`src/rtl/pwm_pkg.sv`:
```
// Package: shared field positions and the per-channel configuration type.
// Assumes a 32-bit control word with fixed field positions.
package pwm_pkg;
    localparam int REG_W        = 32;
    localparam int EN_BIT       = 31;
    localparam int DUTY_LSB     = 16;
    localparam int DUTY_W       = 8;
    localparam int PSC_LSB      = 0;
    localparam int PSC_W        = 13;
    localparam int STRIDE_SHIFT = 4;
    localparam int MAX_CH       = 4;
    localparam int CH_BITS      = $clog2(MAX_CH);

    localparam logic [REG_W-1:0] REG_MASK =
        (REG_W'(1) << EN_BIT) |
        (((REG_W'(1) << DUTY_W) - 1) << DUTY_LSB) |
        (((REG_W'(1) << PSC_W) - 1) << PSC_LSB);

    typedef struct packed {
        logic              en;
        logic [DUTY_W-1:0] duty;
        logic [PSC_W-1:0]  psc;
    } ch_cfg_t;

    // Split a stored control word into its fields.
    function automatic ch_cfg_t word_to_cfg(input logic [REG_W-1:0] w);
        ch_cfg_t c;
        c.en   = w[EN_BIT];
        c.duty = w[DUTY_LSB +: DUTY_W];
        c.psc  = w[PSC_LSB +: PSC_W];
        return c;
    endfunction
endpackage

```
`src/rtl/pwm_regfile.sv`:
```
// Module: control-word storage with address decode and readback.
// Assumes words at a 16-byte stride and reserved bits stored as zero.
module pwm_regfile
    import pwm_pkg::*;
#(
    parameter int NUM_CH = 4,
    parameter int ADDR_W = 8
) (
    input  logic                     clk,
    input  logic                     rst_n,
    input  logic                     wr_en,
    input  logic [ADDR_W-1:0]        addr,
    input  logic [REG_W-1:0]         wdata,
    output logic [REG_W-1:0]         rdata,
    output ch_cfg_t [NUM_CH-1:0]     cfg_o
);
    localparam int UPPER = STRIDE_SHIFT + CH_BITS;

    logic               hit;
    logic [CH_BITS-1:0] idx;
    logic [REG_W-1:0]   words [NUM_CH];

    // Decode the byte address into a channel index and a valid flag.
    always_comb begin
        idx = addr[STRIDE_SHIFT +: CH_BITS];
        hit = (addr[STRIDE_SHIFT-1:0] == '0) &&
              ((addr >> UPPER) == '0) &&
              (int'(idx) < NUM_CH);
    end

    for (genvar i = 0; i < NUM_CH; i++) begin : g_word
        // Store a masked write into this channel's word.
        always_ff @(posedge clk) begin
            if (!rst_n)
                words[i] <= '0;
            else if (wr_en && hit && (int'(idx) == i))
                words[i] <= wdata & REG_MASK;
        end

        assign cfg_o[i] = word_to_cfg(words[i]);

        // A write aimed elsewhere must leave this word untouched.
        assert_other_word_kept_R8 : assert property (@(posedge clk) disable iff (!rst_n)
            (wr_en && !(hit && (int'(idx) == i))) |=> $stable(words[i]))
            else $error("word %0d changed by a foreign write", i);
    end

    // Return the addressed word, or zero for an unmapped address.
    always_comb begin
        rdata = '0;
        for (int i = 0; i < NUM_CH; i++)
            if (hit && (int'(idx) == i))
                rdata = words[i];
    end
endmodule

```
`src/rtl/pwm_chan.sv`:
```
// Module: one PWM channel - tick divider, 256-tick frame counter, shadowed
// duty/divider applied at frame boundaries. Assumes the config inputs are
// register outputs that change only on clock edges.
module pwm_chan #(
    parameter int DUTY_W = 8,
    parameter int PSC_W  = 13
) (
    input  logic              clk,
    input  logic              rst_n,
    input  logic              en_i,
    input  logic [DUTY_W-1:0] duty_i,
    input  logic [PSC_W-1:0]  psc_i,
    output logic              pwm_o
);
    localparam logic [DUTY_W-1:0] TICK_LAST = '1;

    logic              run_q;
    logic [PSC_W-1:0]  div_q, act_psc_q, eff_psc;
    logic [DUTY_W-1:0] tick_q, act_duty_q, eff_duty;
    logic              tick_end;

    // Use the live config on the first enabled cycle, the shadow afterwards.
    always_comb begin
        eff_psc  = run_q ? act_psc_q  : psc_i;
        eff_duty = run_q ? act_duty_q : duty_i;
        tick_end = (div_q == eff_psc);
    end

    // Advance the divider and tick counters; reload the shadow per frame.
    always_ff @(posedge clk) begin
        if (!rst_n || !en_i) begin
            run_q      <= 1'b0;
            div_q      <= '0;
            tick_q     <= '0;
            act_duty_q <= '0;
            act_psc_q  <= '0;
        end else begin
            run_q <= 1'b1;
            if (!run_q) begin
                act_duty_q <= duty_i;
                act_psc_q  <= psc_i;
            end
            if (tick_end) begin
                div_q  <= '0;
                tick_q <= tick_q + 1'b1;
                if (run_q && tick_q == TICK_LAST) begin
                    act_duty_q <= duty_i;
                    act_psc_q  <= psc_i;
                end
            end else begin
                div_q <= div_q + 1'b1;
            end
        end
    end

    assign pwm_o = en_i && (tick_q < eff_duty);

    // Disabled channel parks both counters at zero.
    assert_idle_clear_R5 : assert property (@(posedge clk) disable iff (!rst_n)
        !en_i |=> (tick_q == '0 && div_q == '0))
        else $error("counters not cleared while disabled");

    // Enabling starts a fresh frame.
    assert_start_fresh_R6 : assert property (@(posedge clk) disable iff (!rst_n)
        $rose(en_i) |-> (tick_q == '0 && div_q == '0))
        else $error("frame did not start at tick 0");

    // Divider counter never passes the active divide value.
    assert_div_in_range_R3 : assert property (@(posedge clk) disable iff (!rst_n)
        run_q |-> (div_q <= act_psc_q))
        else $error("divider counter out of range");

    // Shadow settings hold for the whole frame.
    assert_frame_hold_R7 : assert property (@(posedge clk) disable iff (!rst_n)
        (run_q && $past(run_q) && tick_q != '0) |-> ($stable(act_duty_q) && $stable(act_psc_q)))
        else $error("settings changed inside a frame");
endmodule

```
`src/rtl/pwm_frame_ctrl.sv`:
```
// Module: top of the multi-channel frame PWM controller. Connects the
// word storage to NUM_CH channel engines. Assumes NUM_CH <= 4.
module pwm_frame_ctrl
    import pwm_pkg::*;
#(
    parameter int NUM_CH = 4,
    parameter int ADDR_W = 8
) (
    input  logic              clk,
    input  logic              rst_n,
    input  logic              bus_wr_en,
    input  logic [ADDR_W-1:0] bus_addr,
    input  logic [31:0]       bus_wdata,
    output logic [31:0]       bus_rdata,
    output logic [NUM_CH-1:0] pwm_o
);
    ch_cfg_t [NUM_CH-1:0] cfg;

    pwm_regfile #(.NUM_CH(NUM_CH), .ADDR_W(ADDR_W)) u_regs (
        .clk   (clk),
        .rst_n (rst_n),
        .wr_en (bus_wr_en),
        .addr  (bus_addr),
        .wdata (bus_wdata),
        .rdata (bus_rdata),
        .cfg_o (cfg)
    );

    for (genvar i = 0; i < NUM_CH; i++) begin : g_ch
        pwm_chan #(.DUTY_W(DUTY_W), .PSC_W(PSC_W)) u_chan (
            .clk    (clk),
            .rst_n  (rst_n),
            .en_i   (cfg[i].en),
            .duty_i (cfg[i].duty),
            .psc_i  (cfg[i].psc),
            .pwm_o  (pwm_o[i])
        );
    end
endmodule

```
`config.mk`:
```
export PLATFORM = sky130hd
export DESIGN_NAME = pwm_frame_ctrl
export DESIGN_NICKNAME = d
export VERILOG_FILES = /design/src/rtl/pwm_pkg.sv /design/src/rtl/pwm_regfile.sv /design/src/rtl/pwm_chan.sv /design/src/rtl/pwm_frame_ctrl.sv
export SDC_FILE = /design/constraint.sdc
export NUM_CORES = 1
export LEC_CHECK = 0
export BUFFER_PORTS_ARGS = -buffer_cell sky130_fd_sc_hd__buf_2
export CAP_MARGIN = 15
export CORE_ASPECT_RATIO = 1.4
export CORE_MARGIN = 8
export CORE_UTILIZATION = 30
export CTS_BUF_LIST = sky130_fd_sc_hd__clkbuf_16
export CTS_CLUSTER_DIAMETER = 100
export DETAILED_ROUTE_END_ITERATION = 8
export HOLD_SLACK_MARGIN = 0.06
export PLACE_DENSITY = 0.45
export SYNTH_ARGS = -nofsm -noshare
export SYNTH_HDL_FRONTEND = slang
export SYNTH_SLANG_ARGS = --single-unit
```
`constraint.sdc`:
```
create_clock -name clk -period 3.7 [get_ports clk]
set_input_delay 0.37 -clock clk [delete_from_list [all_inputs] [get_ports clk]]
set_output_delay 0.37 -clock clk [all_outputs]
set_load 0.02 [all_outputs]
```
==> results_dict.tcl <==
set metrics [dict create \
    slew_viol_final 0 \
    fp-row-count 90 \
    drt-initial-drc-count 471 \
    netlist.area_leader.share_pct 26.3 \
    synth-compound-area-share_pct 9.71 \
    setup.worst_path.start_class "flop" \
    maxCapViolations 0 \
    synth_common_cells "172 x dfxtp_1, 115 x mux2i_1, 115 x nand2_1" \
    min_period_ps 3400 \
    cp_cell_sequence "buf_4, buf_4, mux2i_1, ha_1, a2111oi_0, o2bb2ai_1, buf_2" \
    hold_end "u_regs.words[1][12]$_SDFFCE_PN0P_" \
    synth_warnings 0 \
    diodes 0 \
    ys_seq_area_share_pct 46.4 \
    vias_per_cell 4.94 \
    slowest_delay_ps 710 \
    vdd_drop_max_mv 0.364 \
    path_class "flop to output pin" \
    grt_max_degree 38 \
    ys.flop_type "dfxtp_1" \
    drive_gt1_share_pct 13.2 \
    final_nets 1371 \
    yosys.area.top_type "dfxtp_1" \
    r2r.worst_path.cells 8 \
    worst_skew_pair.late_latency_ps 570 \
    dr.pass1.iters 4 \
    synth_enable_flop_cells 88 \
    syn2layout_area_growth_pct 13.3 \
    hold_depth 2 \
    dieArea_sq_um 50700 \
    cts_sinks 260 \
    cts_buffers 29 \
    slew_headroom_pct 40.0 \
    die_y_microns 263 \
    synth_cell_types 46 \
    cts_buffer_depth 3 \
    syn_avg_cell_area_sq_um 10.4 \
    antenna_found_initial 3 \
    postSynthCellCount 1257 \
    async_flop_share_pct 0 \
    critPathMaxFanout 29 \
    max_freq_ghz 0.294 \
    r2r-start "g_ch[1].u_chan.run_q$_DFF_P_" \
    finClkSkew_ps 20.7 \
    path_clk_slew_ps 60 \
    cp.arrival_ps 3030 \
    whs_ps 136 \
    tightest_slew_ps 900 \
    met1_usage_pct 15.9 \
    htreeDepth 1 \
    fin_setup_tns_ps 0 \
    path_common_cell "buf_4" \
    grt_util_met3_pct 1.93 \
    muxShareOfSynthArea_pct 12.6 \
    yosysMostFrequentCell "dfxtp_1" \
    ys_ff_latch 260 \
    synth_fa_ha_area_share_pct 3.44 \
    critPathSlowestCell "dfxtp_2" \
    routed_wl_microns 34700 \
    finalCritPeriodShare_pct 91.8 \
    p_leak_nw 5.57 \
    syn_area_sq_um 13100 \
    grt_pass1_vias 9343 \
    grt-ovfl-total 0 \
    synth_area_leaders "dfxtp_1 26%, edfxtp_1 20%, mux2i_1 8.8%, xnor2_1 4.7%, and2_1 4.2%" \
    status "finished clean" \
    die_w_microns 193 \
    io_buffers 58 \
    cts_tree "done" \
    drcViolationCount 0 \
    synthSimpleGateAreaFrac_pct 17.2 \
    place.gp.congestion 0.743 \
    ant_nets 0 \
    grt_pass1_wl_microns 54200 \
    critPathBufInv 3 \
    r2r-end "g_ch[1].u_chan.tick_q[3]$_SDFFE_PN0N_" \
    regToRegSetupSlack_ps 870 \
    wl_per_cell_microns 18.6 \
    use_met2_pct 24.9 \
    boundaryPins 79 \
    grt_usage_pct 13.6 \
    synth_xor_area_share_pct 6.62 \
    clockRootBuffer "clkbuf_16" \
    hold_viol_final 0 \
    min_from "bus_wdata[12]" \
    coreArea_sq_um 43100 \
    cp_top_family "flip-flops" \
    top_usage_layer "met2" \
    powerDensity_nw_per_um2 434 \
    endpoint_kind "output pin" \
    cp.required_ps 3330 \
    start_util_pct 30.4 \
    dp_hpwl_microns 25900 \
    num_vias 9222 \
    synth_top_family_by_area "simple AND/OR/NAND/NOR gates" \
    final-setup-viol-count 0 \
    rsz0062_at_grt "false" \
    min_path_type "input port to flop" \
]
## where the power goes
part | leakage (nW) | internal (mW) | switching [mW]
Clock | 0.492 | 1.60 | 1.22
Combinational | 2.84 | 0.213 | 0.269
Sequential | 2.23 | 3.05 | 0.0967
Total | 5.57 | 4.86 | 1.58
## cell type report
class,count,area (sq um)
inverters,15,56.3
clock inverters,24,160
fillers,4344,28300
clock buffers,30,751
multi-input cells,899,6580
well taps,552,691
flip-flops and latches,260,6090
repair buffers,87,520
## kinds of logic after synthesis
kind of cell	Yosys count
mux	137
fa+ha+maj	36
compound gates	182
other cells	1
simple gates	435
flops	260
xor+xnor	99
buf+inv	107
## worst max-delay path by stage
| stage | start | endpoint | slack [ps] | cells after the start |
|---|---|---|---|---|
| floorplan | bus_addr[4] | u_regs.words[1][0]$_SDFFCE_PN0P_ | 210 | 4 |
| global placement | g_ch[3].u_chan.run_q$_DFF_P_ | g_ch[3].u_chan.act_psc_q[9]$_SDFF_PN0_ | 690 | 7 |
| detailed placement | g_ch[3].u_chan.run_q$_DFF_P_ | g_ch[3].u_chan.act_psc_q[2]$_SDFF_PN0_ | 710 | 7 |
| CTS | g_ch[3].u_chan.run_q$_DFF_P_ | pwm_o[3] | 130 | 6 |
| global route | g_ch[0].u_chan.run_q$_DFF_P_ | pwm_o[0] | 10 | 7 |
| finish | g_ch[0].u_chan.run_q$_DFF_P_ | pwm_o[0] | 300 | 7 |
## worst register-to-register path, stage by stage, from the launching register on
cell,delay [ps]
dfxtp_2,540
buf_4,320
mux2i_1,250
xnor2_1,100
nor4_2,370
nand4_2,250
buf_4,270
or4_1,480
a21oi_1,140
## per-stage QoR
stage | util [%] | setup WS [ps] | instances | instance area [sq um] | power (mW)
after floorplan | - | 210 | 1266 | 13100 | 3.53
after global placement | 32.3 | 690 | 1813 | 13900 | 3.69
after detailed placement | 32.3 | 707 | 1813 | 13900 | 3.70
after CTS | 34.4 | 134 | 1867 | 14800 | 6.55
after global routing | 34.4 | 9.97 | 1867 | 14800 | 6.70
final | 34.4 | 302 | 1867 | 14800 | 6.44
## routing by layer
metal	vias up	wire length (microns)
li1	4556	-
met1	4496	14700
met2	111	18000
met3	53	1190
met4	6	762
met5	-	41
## what timing repair did
action / CTS / global route
resized for setup: 0 / 1
hold buffers: 0 / 0
setup buffers: 0 / 0
setup endpoints to repair: 0 / 1
## flip-flops by register name, indices dropped and copies added, names as in the netlist
signal                  cells
g_ch.u_chan.tick_q         32
g_ch.u_chan.act_psc_q      52
g_ch.u_chan.act_duty_q     32
g_ch.u_chan.div_q          52
u_regs.words               88
g_ch.u_chan.run_q           4
## cell usage in the layout (no fill, tap or decap), drive strengths merged, types with 3 or more instances in the layout
cell type,instances
edfxtp,88
xnor2,70
nand3,35
a211oi,14
nand2b,4
a2111oi,3
o2bb2ai,3
a41o,28
or4,13
nor2,86
o21ai,30
clkinv,8
nor3,7
xor2,29
or3,12
nand4,15
o21a,16
dfxtp,172
clkbuf,30
nor4,9
ha,36
o211ai,3
nand2,115
nor2b,25
mux2i,115
buf,87
o31ai,14
and3,18
mux4,22
inv,29
o311a,15
a21oi,54
and2,89
conb,10
Note: power is estimated with default switching activity, not from simulation.
